===== config.mk =====
export PLATFORM = sky130hd
export DESIGN_NAME = haar_lift_unit
export DESIGN_NICKNAME = d
export VERILOG_FILES = /design/src/rtl/haar_pkg.sv /design/src/rtl/haar_pair_capture.sv /design/src/rtl/haar_sub_stage.sv /design/src/rtl/haar_add_stage.sv /design/src/rtl/haar_lift_unit.sv
export SDC_FILE = /design/constraint.sdc
export NUM_CORES = 1
export LEC_CHECK = 0
export BUFFER_PORTS_ARGS = -buffer_cell sky130_fd_sc_hd__buf_2
export CORE_ASPECT_RATIO = 0.5
export CORE_MARGIN = 2
export CORE_UTILIZATION = 59
export DETAILED_ROUTE_END_ITERATION = 7
export PLACE_DENSITY = 0.8
export SYNTH_ARGS = -nofsm -noshare
export SYNTH_HDL_FRONTEND = slang
export SYNTH_SLANG_ARGS = --single-unit

===== constraint.sdc =====
create_clock -name clk -period 3.1 [get_ports clk]
set_input_delay 0.31 -clock clk [delete_from_list [all_inputs] [get_ports clk]]
set_output_delay 0.31 -clock clk [all_outputs]
set_load 0.05 [all_outputs]

===== src/rtl/haar_pkg.sv =====
// Shared types for the Haar lifting unit.
// Assumes: nothing beyond a single-bit direction code.
package haar_pkg;

    // Transform direction carried with each pair through the pipeline.
    typedef enum logic {
        LIFT_FWD = 1'b0,
        LIFT_INV = 1'b1
    } lift_mode_e;

endpackage


===== src/rtl/haar_pair_capture.sv =====
// Pair capture: accepts single beats and groups two of them into one pair.
// It latches the mode with the first beat and sign-conditions forward samples.
// A stream that ends on a first-slot beat leaves that beat held as an orphan.
// Assumes: synchronous active-low reset; no back-pressure from downstream.
module haar_pair_capture
    import haar_pkg::*;
#(
    parameter int SAMPLE_W = 16
) (
    input  logic                  clk,
    input  logic                  rst_n,
    input  logic                  mode_inv,
    input  logic                  in_valid,
    input  logic                  in_last,
    input  logic [SAMPLE_W:0]     in_data,
    output logic                  in_ready,
    output logic                  pair_valid,
    output logic [SAMPLE_W:0]     pair_a,
    output logic [SAMPLE_W:0]     pair_b,
    output lift_mode_e            pair_mode,
    output logic                  orphan_flag,
    output logic [SAMPLE_W:0]     orphan_data
);
    localparam int DW = SAMPLE_W + 1;

    logic             have_first;
    logic [DW-1:0]    held_a;
    lift_mode_e       held_mode;
    logic             accept;
    lift_mode_e       beat_mode;
    logic [DW-1:0]    beat_cond;

    assign accept = in_valid && in_ready;

    // Mode of the current beat: the first slot uses the live input, the second uses the latched one.
    always_comb begin
        beat_mode = have_first ? held_mode : lift_mode_e'(mode_inv);
    end

    // Forward samples use only the low SAMPLE_W bits, sign-extended.
    always_comb begin
        if (beat_mode == LIFT_FWD)
            beat_cond = {in_data[SAMPLE_W-1], in_data[SAMPLE_W-1:0]};
        else
            beat_cond = in_data;
    end

    // Ready comes up one cycle after reset is released.
    always_ff @(posedge clk) begin
        if (!rst_n) in_ready <= 1'b0;
        else        in_ready <= 1'b1;
    end

    // Slot tracking, first-beat hold and pair hand-off.
    always_ff @(posedge clk) begin
        if (!rst_n) begin
            have_first <= 1'b0;
            held_a     <= '0;
            held_mode  <= LIFT_FWD;
            pair_valid <= 1'b0;
            pair_a     <= '0;
            pair_b     <= '0;
            pair_mode  <= LIFT_FWD;
        end else begin
            pair_valid <= 1'b0;
            if (accept) begin
                if (!have_first) begin
                    if (!in_last) begin
                        have_first <= 1'b1;
                        held_a     <= beat_cond;
                        held_mode  <= beat_mode;
                    end
                end else begin
                    have_first <= 1'b0;
                    pair_valid <= 1'b1;
                    pair_a     <= held_a;
                    pair_b     <= beat_cond;
                    pair_mode  <= held_mode;
                end
            end
        end
    end

    // Orphan hold: set by a stream ending on a first slot, cleared by the next accepted beat.
    always_ff @(posedge clk) begin
        if (!rst_n) begin
            orphan_flag <= 1'b0;
            orphan_data <= '0;
        end else if (accept) begin
            orphan_flag <= in_last && !have_first;
            if (in_last && !have_first)
                orphan_data <= in_data;
        end
    end

    // an orphaned beat never yields a pair on the following cycle.
    p_orphan_no_pair_r8: assert property (@(posedge clk) disable iff (!rst_n)
        (accept && in_last && !have_first) |=> (!pair_valid && orphan_flag));

    // pairs are never produced on consecutive cycles.
    p_pair_spacing_r2: assert property (@(posedge clk) disable iff (!rst_n)
        pair_valid |=> !pair_valid);

endmodule


===== src/rtl/haar_sub_stage.sv =====
// Shared subtractor stage. Forward: detail = odd - even.
// Inverse: even = s - (d >>> 1). The operand multiplexers switch with the pair's mode.
// It registers the difference together with the operand that the adder needs next.
// Assumes: operands are already SAMPLE_W+1-bit two's complement.
module haar_sub_stage
    import haar_pkg::*;
#(
    parameter int SAMPLE_W = 16
) (
    input  logic                  clk,
    input  logic                  rst_n,
    input  logic                  pair_valid,
    input  logic [SAMPLE_W:0]     pair_a,
    input  logic [SAMPLE_W:0]     pair_b,
    input  lift_mode_e            pair_mode,
    output logic                  s2_valid,
    output logic [SAMPLE_W:0]     s2_diff,
    output logic [SAMPLE_W:0]     s2_pass,
    output lift_mode_e            s2_mode
);
    localparam int DW = SAMPLE_W + 1;
    localparam logic [DW-1:0] MOST_NEG = {1'b1, {SAMPLE_W{1'b0}}};

    logic [DW-1:0] minuend;
    logic [DW-1:0] subtrahend;
    logic [DW-1:0] diff;
    logic [DW-1:0] half_b;

    assign half_b = {pair_b[DW-1], pair_b[DW-1:1]};

    // Steer the subtractor inputs by mode.
    always_comb begin
        if (pair_mode == LIFT_FWD) begin
            minuend    = pair_b;
            subtrahend = pair_a;
        end else begin
            minuend    = pair_a;
            subtrahend = half_b;
        end
    end

    // The single subtractor of the datapath.
    assign diff = minuend - subtrahend;

    // Register the difference, the operand passed on to the adder, and the mode.
    always_ff @(posedge clk) begin
        if (!rst_n) begin
            s2_valid <= 1'b0;
            s2_diff  <= '0;
            s2_pass  <= '0;
            s2_mode  <= LIFT_FWD;
        end else begin
            s2_valid <= pair_valid;
            s2_mode  <= pair_mode;
            s2_diff  <= diff;
            s2_pass  <= (pair_mode == LIFT_FWD) ? pair_a : pair_b;
        end
    end

    // a difference of two SAMPLE_W-bit samples never reaches the most negative detail code.
    p_no_overflow_r3: assert property (@(posedge clk) disable iff (!rst_n)
        (s2_valid && s2_mode == LIFT_FWD) |-> (s2_diff != MOST_NEG));

    // a captured pair always moves on to the adder stage.
    p_stage_advance_r6: assert property (@(posedge clk) disable iff (!rst_n)
        pair_valid |=> s2_valid);

endmodule


===== src/rtl/haar_add_stage.sv =====
// Shared adder stage. Forward: s = even + (d >>> 1).
// Inverse: odd = d + even. It then routes the sum and the difference to the output pair.
// Assumes: inputs come from haar_sub_stage one cycle earlier.
module haar_add_stage
    import haar_pkg::*;
#(
    parameter int SAMPLE_W = 16
) (
    input  logic                  clk,
    input  logic                  rst_n,
    input  logic                  s2_valid,
    input  logic [SAMPLE_W:0]     s2_diff,
    input  logic [SAMPLE_W:0]     s2_pass,
    input  lift_mode_e            s2_mode,
    output logic                  out_valid,
    output logic [SAMPLE_W:0]     out_first,
    output logic [SAMPLE_W:0]     out_second,
    output lift_mode_e            out_mode
);
    localparam int DW = SAMPLE_W + 1;

    logic [DW-1:0] addend;
    logic [DW-1:0] sum;
    logic [DW-1:0] even_chk;

    // Steer the adder's second input: the halved detail (forward) or the new even sample (inverse).
    always_comb begin
        if (s2_mode == LIFT_FWD)
            addend = {s2_diff[DW-1], s2_diff[DW-1:1]};
        else
            addend = s2_diff;
    end

    // The single adder of the datapath.
    assign sum = s2_pass + addend;

    // Register the result pair in output order.
    always_ff @(posedge clk) begin
        if (!rst_n) begin
            out_valid  <= 1'b0;
            out_first  <= '0;
            out_second <= '0;
            out_mode   <= LIFT_FWD;
        end else begin
            out_valid <= s2_valid;
            out_mode  <= s2_mode;
            if (s2_mode == LIFT_FWD) begin
                out_first  <= sum;
                out_second <= s2_diff;
            end else begin
                out_first  <= s2_diff;
                out_second <= sum;
            end
        end
    end

    // Undoing a forward result gives back a sample that fits in SAMPLE_W bits.
    assign even_chk = out_first - {out_second[DW-1], out_second[DW-1:1]};

    // every forward output is invertible to an in-range even sample.
    p_fwd_invertible_r5: assert property (@(posedge clk) disable iff (!rst_n)
        (out_valid && out_mode == LIFT_FWD) |-> (even_chk[DW-1] == even_chk[DW-2]));

    // the output valid pulse lasts one cycle.
    p_single_pulse_r7: assert property (@(posedge clk) disable iff (!rst_n)
        out_valid |=> !out_valid);

    // the output pulse follows the adder stage by exactly one cycle.
    p_latency_r6: assert property (@(posedge clk) disable iff (!rst_n)
        s2_valid |=> out_valid);

endmodule


===== src/rtl/haar_lift_unit.sv =====
// Top level of the dual-mode integer Haar lifting unit.
// Pipeline: pair capture -> shared subtractor -> shared adder -> output registers.
// Assumes: synchronous active-low reset; the consumer always takes the output pulse.
module haar_lift_unit
    import haar_pkg::*;
#(
    parameter int SAMPLE_W = 16
) (
    input  logic                  clk,
    input  logic                  rst_n,
    input  logic                  mode_inv,
    input  logic                  in_valid,
    input  logic                  in_last,
    input  logic [SAMPLE_W:0]     in_data,
    output logic                  in_ready,
    output logic                  out_valid,
    output logic [SAMPLE_W:0]     out_first,
    output logic [SAMPLE_W:0]     out_second,
    output logic                  orphan_flag,
    output logic [SAMPLE_W:0]     orphan_data
);
    localparam int DW = SAMPLE_W + 1;

    logic             pair_valid;
    logic [DW-1:0]    pair_a;
    logic [DW-1:0]    pair_b;
    lift_mode_e       pair_mode;
    logic             s2_valid;
    logic [DW-1:0]    s2_diff;
    logic [DW-1:0]    s2_pass;
    lift_mode_e       s2_mode;
    lift_mode_e       out_mode;

    haar_pair_capture #(.SAMPLE_W(SAMPLE_W)) u_capture (
        .clk         (clk),
        .rst_n       (rst_n),
        .mode_inv    (mode_inv),
        .in_valid    (in_valid),
        .in_last     (in_last),
        .in_data     (in_data),
        .in_ready    (in_ready),
        .pair_valid  (pair_valid),
        .pair_a      (pair_a),
        .pair_b      (pair_b),
        .pair_mode   (pair_mode),
        .orphan_flag (orphan_flag),
        .orphan_data (orphan_data)
    );

    haar_sub_stage #(.SAMPLE_W(SAMPLE_W)) u_sub (
        .clk        (clk),
        .rst_n      (rst_n),
        .pair_valid (pair_valid),
        .pair_a     (pair_a),
        .pair_b     (pair_b),
        .pair_mode  (pair_mode),
        .s2_valid   (s2_valid),
        .s2_diff    (s2_diff),
        .s2_pass    (s2_pass),
        .s2_mode    (s2_mode)
    );

    haar_add_stage #(.SAMPLE_W(SAMPLE_W)) u_add (
        .clk        (clk),
        .rst_n      (rst_n),
        .s2_valid   (s2_valid),
        .s2_diff    (s2_diff),
        .s2_pass    (s2_pass),
        .s2_mode    (s2_mode),
        .out_valid  (out_valid),
        .out_first  (out_first),
        .out_second (out_second),
        .out_mode   (out_mode)
    );

    // nothing is flagged on the cycle after a reset edge.
    p_reset_quiet_r1: assert property (@(posedge clk)
        !rst_n |=> (!out_valid && !orphan_flag && !in_ready));

    // a held orphan stays unchanged while no beat is accepted.
    p_orphan_hold_r8: assert property (@(posedge clk) disable iff (!rst_n)
        (orphan_flag && !(in_valid && in_ready)) |=> (orphan_flag && $stable(orphan_data)));

endmodule


==> impl_metrics.yaml, run 1 <==
route:
  num_vias: 5645
  routedWlPerCell_um: 16.2
  totalWireLength_um: 15800
  ant_nets: 0
  drt-vias-per-instance: 5.77
  drc: 0
  drt_iter0_markers: 354
  firstDrtPassIters: 5
sta:
  hold_viol_final: 0
  fin_tns_setup_ns: 0
  final_max_slew_viol_count: 0
  final.min_clock_period_ns: 2.87
  skew_ns: 0.00857
  tightest_slew_ns: 0.629
  fin_ws_ns: 0.232
  post-route-period-util_pct: 92.5
  max_freq_mhz: 349
  setup_viol: 0
  grt_setup_unrepaired: "no"
  holdWs_ns: 0.128
  slew_headroom_pct: 58.1
logic_synthesis:
  synth_nets: 811
  synth_enable_flop_cells: 0
  synthDistinctLibCells: 61
  async_flop_share_pct: 0
  avgSynthCellArea_um2: 9.00
  ys_warn_count: 0
  synth_seq_cells: 145
  postSynthCellCount: 755
  yosys_most_used_dff: "dfxtp_1"
  yosysSeqAreaShare_pct: 42.7
  syn_area_um2: 6800
place:
  dpl.hpwl_um: 11100
  place_inst: 946
  gp_congestion: 0.888
  postPlaceCellArea_um2: 7280
  pre_cts_ws_ns: 0.290
  portBuffers: 75
clock_network:
  cts_sinks: 145
  cts_root_buffer: "clkbuf_16"
  cts_buffers: 17
  insertion_delay_ns: 0.42
  cts_setup_buffers: 0
  cts.path.max_buffers: 2
  cts-resized-gates: 0
  htree_num_levels: 4
  cts_hold_buf: 0
  cts_tree: "done"
  clkTransAtPathRegs_ns: 0.06
power:
  power.leakage_nw: 3.40
  p_per_area_nw_per_um2: 545
  ir_worst_vdd_uv: 394
worst_hold_path:
  worstHoldPathType: "input pin to flip-flop"
  min_path_cells: 2
  holdCritStartpoint: "in_data[14]"
  hold_end: "u_capture.pair_b[14]$_SDFFE_PN0P_"
final_layout:
  mostFrequentLayoutCells: "dfxtp_1, nand2_1, a21oi_1"
  area_delta_synth_final_pct: 15.8
  finalNetCount: 876
  final_common_cell: "dfxtp_1"
  nFillCells: 906
  fin_cells: 978
  layout-drive-gt1-share_pct: 17.9
  final_area_um2: 7870
  antennaDiodeCount: 0
worst_setup_path:
  cp_max_fo: 22
  rr_endpoint: "u_add.out_second[16]$_SDFF_PN0_"
  worstSetupStartpointType: "flip-flop"
  critical_path_class: "flip-flop to flip-flop"
  endpoint_kind: "flip-flop"
  worstPathRequired_ns: 3.40
  r2r_start: "u_sub.s2_mode$_SDFF_PN0_"
  ff2ff_setup_slack_ns: 0.23
  r2r_cells: 9
  cp.arrival_ns: 3.17
floorplan:
  core.rowCount: 27
  die_x_um: 156
  die_area_um2: 12400
  ios: 76
  initial_core_util_pct: 61.2
  core_um2: 11100
  die_y_um: 79.9
global_route:
  grt_max_degree: 43
  grt_pass1_vias: 5145
  grt_antenna_before_repair: 0
  grt_pass1_wl_um: 25800
  grt_usage_pct: 26.6
  overflow: 0
status:
  outcome: "completed"
flow_run:
  maxCapViolCount: 0
## flip-flops by register name, summed over array words and instances, names as in the netlist, 17 cells and up
signal                 flops
u_add.out_first           17
u_add.out_second          17
u_capture.held_a          17
u_capture.orphan_data     17
u_capture.pair_a          17
u_capture.pair_b          17
u_sub.s2_diff             17
u_sub.s2_pass             17
## metrics by stage
step           utilization, %  total power, mW
2_1_floorplan               -             2.21
3_3_place_gp             65.5             2.30
3_5_place_dp             65.5             2.30
4_1_cts                  70.8             4.30
5_1_grt                  70.8             4.42
6_report                 70.8             4.29
## Yosys cell counts (3+ instances only)
| master | count | area (µm²) |
|---|---|---|
| a211oi_1 | 3 | 22.5 |
| a21o_1 | 13 | 97.6 |
| a21oi_1 | 82 | 410 |
| a22o_1 | 40 | 350 |
| a31oi_1 | 5 | 31.3 |
| and2_1 | 9 | 56.3 |
| and3_1 | 4 | 25.0 |
| clkbuf_1 | 34 | 128 |
| dfxtp_1 | 145 | 2900 |
| ha_1 | 32 | 400 |
| inv_1 | 16 | 60.1 |
| mux2_2 | 18 | 203 |
| mux2i_1 | 40 | 400 |
| nand2_1 | 117 | 439 |
| nand2b_1 | 31 | 194 |
| nand3_1 | 6 | 30.0 |
| nand3b_1 | 4 | 30.0 |
| nand4_1 | 5 | 31.3 |
| nor2_1 | 38 | 143 |
| nor2b_1 | 4 | 25.0 |
| nor3_1 | 12 | 60.1 |
| nor3b_1 | 3 | 22.5 |
| o21a_1 | 8 | 60.1 |
| o21ai_0 | 20 | 100 |
| o21bai_1 | 3 | 22.5 |
| o31ai_1 | 3 | 22.5 |
| or3_1 | 5 | 31.3 |
| xnor2_1 | 9 | 78.8 |
| xor2_1 | 4 | 35.0 |
## worst max-delay path by stage
stage | from | end | depth (start not counted)
final | u_sub.s2_mode$_SDFF_PN0_ | u_add.out_second[16]$_SDFF_PN0_ | 9
after global routing | u_sub.s2_mode$_SDFF_PN0_ | u_add.out_second[16]$_SDFF_PN0_ | 9
after CTS | u_sub.s2_mode$_SDFF_PN0_ | u_add.out_second[16]$_SDFF_PN0_ | 9
after detailed placement | u_sub.s2_mode$_SDFF_PN0_ | u_add.out_first[16]$_SDFF_PN0_ | 9
after global placement | u_sub.s2_mode$_SDFF_PN0_ | u_add.out_second[16]$_SDFF_PN0_ | 9
after floorplan | u_capture.pair_mode$_SDFFE_PN0P_ | u_sub.s2_diff[14]$_SDFF_PN0_ | 11
## cell families (layout without fill, tap and decap cells)
| logic type | count (synthesis) | in the layout | share of synthesized area [%] |
|---|---|---|---|
| and+or+nand+nor | 246 | 246 | 16.9 |
| buffers and inverters | 56 | 134 | 3.42 |
| muxes | 58 | 58 | 8.87 |
| AOI/OAI and AO/OA | 203 | 203 | 20.0 |
| xor gates and xnor gates | 13 | 13 | 1.68 |
| adders and majority gates | 34 | 34 | 6.48 |
| DFF | 145 | 145 | 42.7 |
## area by class of cell
type	count	area, µm²	area share, %
multi-input cells	554	3660	46.6
flip-flops and latches	145	2900	36.9
repair buffers	86	470	5.98
clock buffers	20	457	5.80
well taps	145	181	2.31
clock inverters	12	134	1.70
inverters	16	60.1	0.763
## where the power goes
part	total, mW	switching, mW	internal (mW)
clock network	2.02	0.791	1.23
registers	1.94	0.0285	1.91
logic	0.330	0.226	0.104
total	4.29	1.05	3.24
## layer usage
layer / up-vias / routed length (µm) / track usage [%]
li1: 2818 / - / -
met1: 2603 / 8060 / 39.4
met2: 212 / 6410 / 38.5
met3: 12 / 1210 / 6.19
met4: 0 / 136 / 7.71
met5: - / 0 / 0
## critical path, stage by stage, from the launching register on
cell	delay [ns]
dfxtp_1	0.55
buf_4	0.31
mux2_2	0.36
ha_1	0.36
a211oi_1	0.29
o21bai_1	0.12
o2bb2ai_1	0.15
nor4_1	0.36
nor3b_1	0.11
mux2i_1	0.13
Power figures use the tool's default switching activity.
==> run 2, diff against run 1 <==
--- a/config.mk
+++ b/config.mk
@@ -11,6 +11,7 @@
 export CORE_UTILIZATION = 59
 export DETAILED_ROUTE_END_ITERATION = 7
 export PLACE_DENSITY = 0.8
+export SETUP_SLACK_MARGIN = 0.3
 export SYNTH_ARGS = -nofsm -noshare
 export SYNTH_HDL_FRONTEND = slang
 export SYNTH_SLANG_ARGS = --single-unit
==> impl_metrics.yaml, run 2 (synthesis results as in run 1) <==
worst_setup_path:
  critical_path_class: "flip-flop to flip-flop"
  cp.arrival_ns: 3.05
  endpoint_kind: "flip-flop"
  worstPathRequired_ns: 3.44
  worstSetupStartpointType: "flip-flop"
  cp_max_fo: 42
place:
  postPlaceCellArea_um2: 7280
  dpl.hpwl_um: 11100
  gp_congestion: 0.888
  portBuffers: 75
floorplan:
  die_y_um: 79.9
  initial_core_util_pct: 61.2
  ios: 76
  die_x_um: 156
  core.rowCount: 27
  die_area_um2: 12400
  core_um2: 11100
flow_run:
  maxCapViolCount: 0
final_layout:
  finalNetCount: 876
  seq_area_um2: 2910
  multi_input_area_um2: 3710
  nFillCells: 889
  final_common_cell: "dfxtp_1"
  layout-drive-gt1-share_pct: 19.1
  final_area_um2: 7930
  area_delta_synth_final_pct: 16.6
  antennaDiodeCount: 0
  mostFrequentLayoutCells: "dfxtp_1, nand2_1, a21oi_1"
sta:
  post-route-period-util_pct: 87.6
  skew_ns: 0.00888
  final_max_slew_viol_count: 0
  slew_headroom_pct: 57.7
  final.min_clock_period_ns: 2.71
  setup_viol: 0
  tightest_slew_ns: 0.635
  grt_setup_unrepaired: "yes"
  hold_viol_final: 0
  max_freq_mhz: 368
  fin_tns_setup_ns: 0
global_route:
  gr-max-usage-layer: "met1"
  overflow: 0
  grt_max_degree: 43
  grt_pass1_wl_um: 25800
  met2_usage_pct: 38.5
  met1_usage_pct: 39.3
  grt_antenna_before_repair: 0
  grt_pass1_vias: 5145
  grtUsageMet3_pct: 6.19
  grt_usage_pct: 26.6
clock_network:
  insertion_delay_ns: 0.42
  cts_sinks: 145
  cts_hold_buf: 0
  cts_buffers: 17
  clkTransAtPathRegs_ns: 0.06
  cts_tree: "done"
  cts.path.max_buffers: 2
  htree_num_levels: 4
  cts_root_buffer: "clkbuf_16"
worst_hold_path:
  worstHoldPathType: "input pin to flip-flop"
power:
  power.leakage_nw: 3.42
  ir_worst_vdd_uv: 395
  p_per_area_nw_per_um2: 541
route:
  drt_iter0_markers: 370
  routedWlPerCell_um: 16.3
  num_vias: 5672
  firstDrtPassIters: 4
  drt-vias-per-instance: 5.80
  totalWireLength_um: 16000
  drc: 0
  ant_nets: 0
status:
  outcome: "completed"
run 2: changes by cell type in the layout (fill, tap and decap cells not counted), moves of 2 or more:
cell      change
a21oi_2       +3
a21oi_1       -3
buf_4         -2
a211oi_2      +2
buf_6         +2
a211oi_1      -2
run 2: per-layer routing:
metal | vias up | share of wire, %
li1 | 2819 | -
met1 | 2622 | 51
met2 | 214 | 40
met3 | 17 | 7.6
met4 | 0 | 1.2
met5 | - | 0
run 2: cell type report:
cell class | instances | share of cell area [%]
inverter | 16 | 0.758
multi-input combinational | 554 | 46.8
clock inverter | 12 | 1.69
sequential | 145 | 36.7
timing repair buffer | 86 | 6.03
clock buffer | 20 | 5.76
tap | 145 | 2.29
run 2: final timing paths:
| kind | start | endpoint | slack, ns | cells after the start |
|---|---|---|---|---|
| setup reg to reg | u_capture.pair_mode$_SDFFE_PN0P_ | u_sub.s2_diff[13]$_SDFF_PN0_ | 0.39 | 9 |
| setup / recovery | u_capture.pair_mode$_SDFFE_PN0P_ | u_sub.s2_diff[13]$_SDFF_PN0_ | 0.39 | 9 |
| hold / removal | in_data[14] | u_capture.pair_b[14]$_SDFFE_PN0P_ | 0.13 | 2 |
| hold reg to reg | u_sub.s2_valid$_SDFF_PN0_ | u_add.out_valid$_SDFF_PN0_ | 0.45 | 1 |
run 2: critical path: stages (launching register included):
cell and delay (ns):
dfxtp_2 0.45, buf_12 0.29, mux2_2 0.38, ha_1 0.39
a21o_1 0.21, a21o_1 0.17, a21oi_1 0.23, a21oi_1 0.13
o31a_1 0.24, nor3_1 0.15
run 2: power breakdown:
part | internal, mW | leakage, nW | switching (mW)
registers | 1.91 | 1.17 | 0.0285
clock network | 1.23 | 0.286 | 0.794
logic | 0.104 | 1.96 | 0.227
total | 3.24 | 3.42 | 1.05
run 2: through the flow:
stage,setup WS (ns),total power [mW],hold slack (ns),std cells,utilization (%)
6_report,0.385,4.29,0.127,978,71.3
3_3_place_gp,0.399,2.30,0.421,946,65.5
5_1_grt,0.239,4.42,0.144,978,71.3
3_5_place_dp,0.290,2.30,0.434,946,65.5
4_1_cts,0.390,4.30,0.120,978,70.8
2_1_floorplan,0.348,2.21,0.338,755,-
run 2: timing repair:
item,4_1_cts,5_1_grt
buffers inserted,0,0
pin swaps,0,1
gates cloned,0,0
endpoints found under the setup margin,6,15
gates resized for setup,1,13
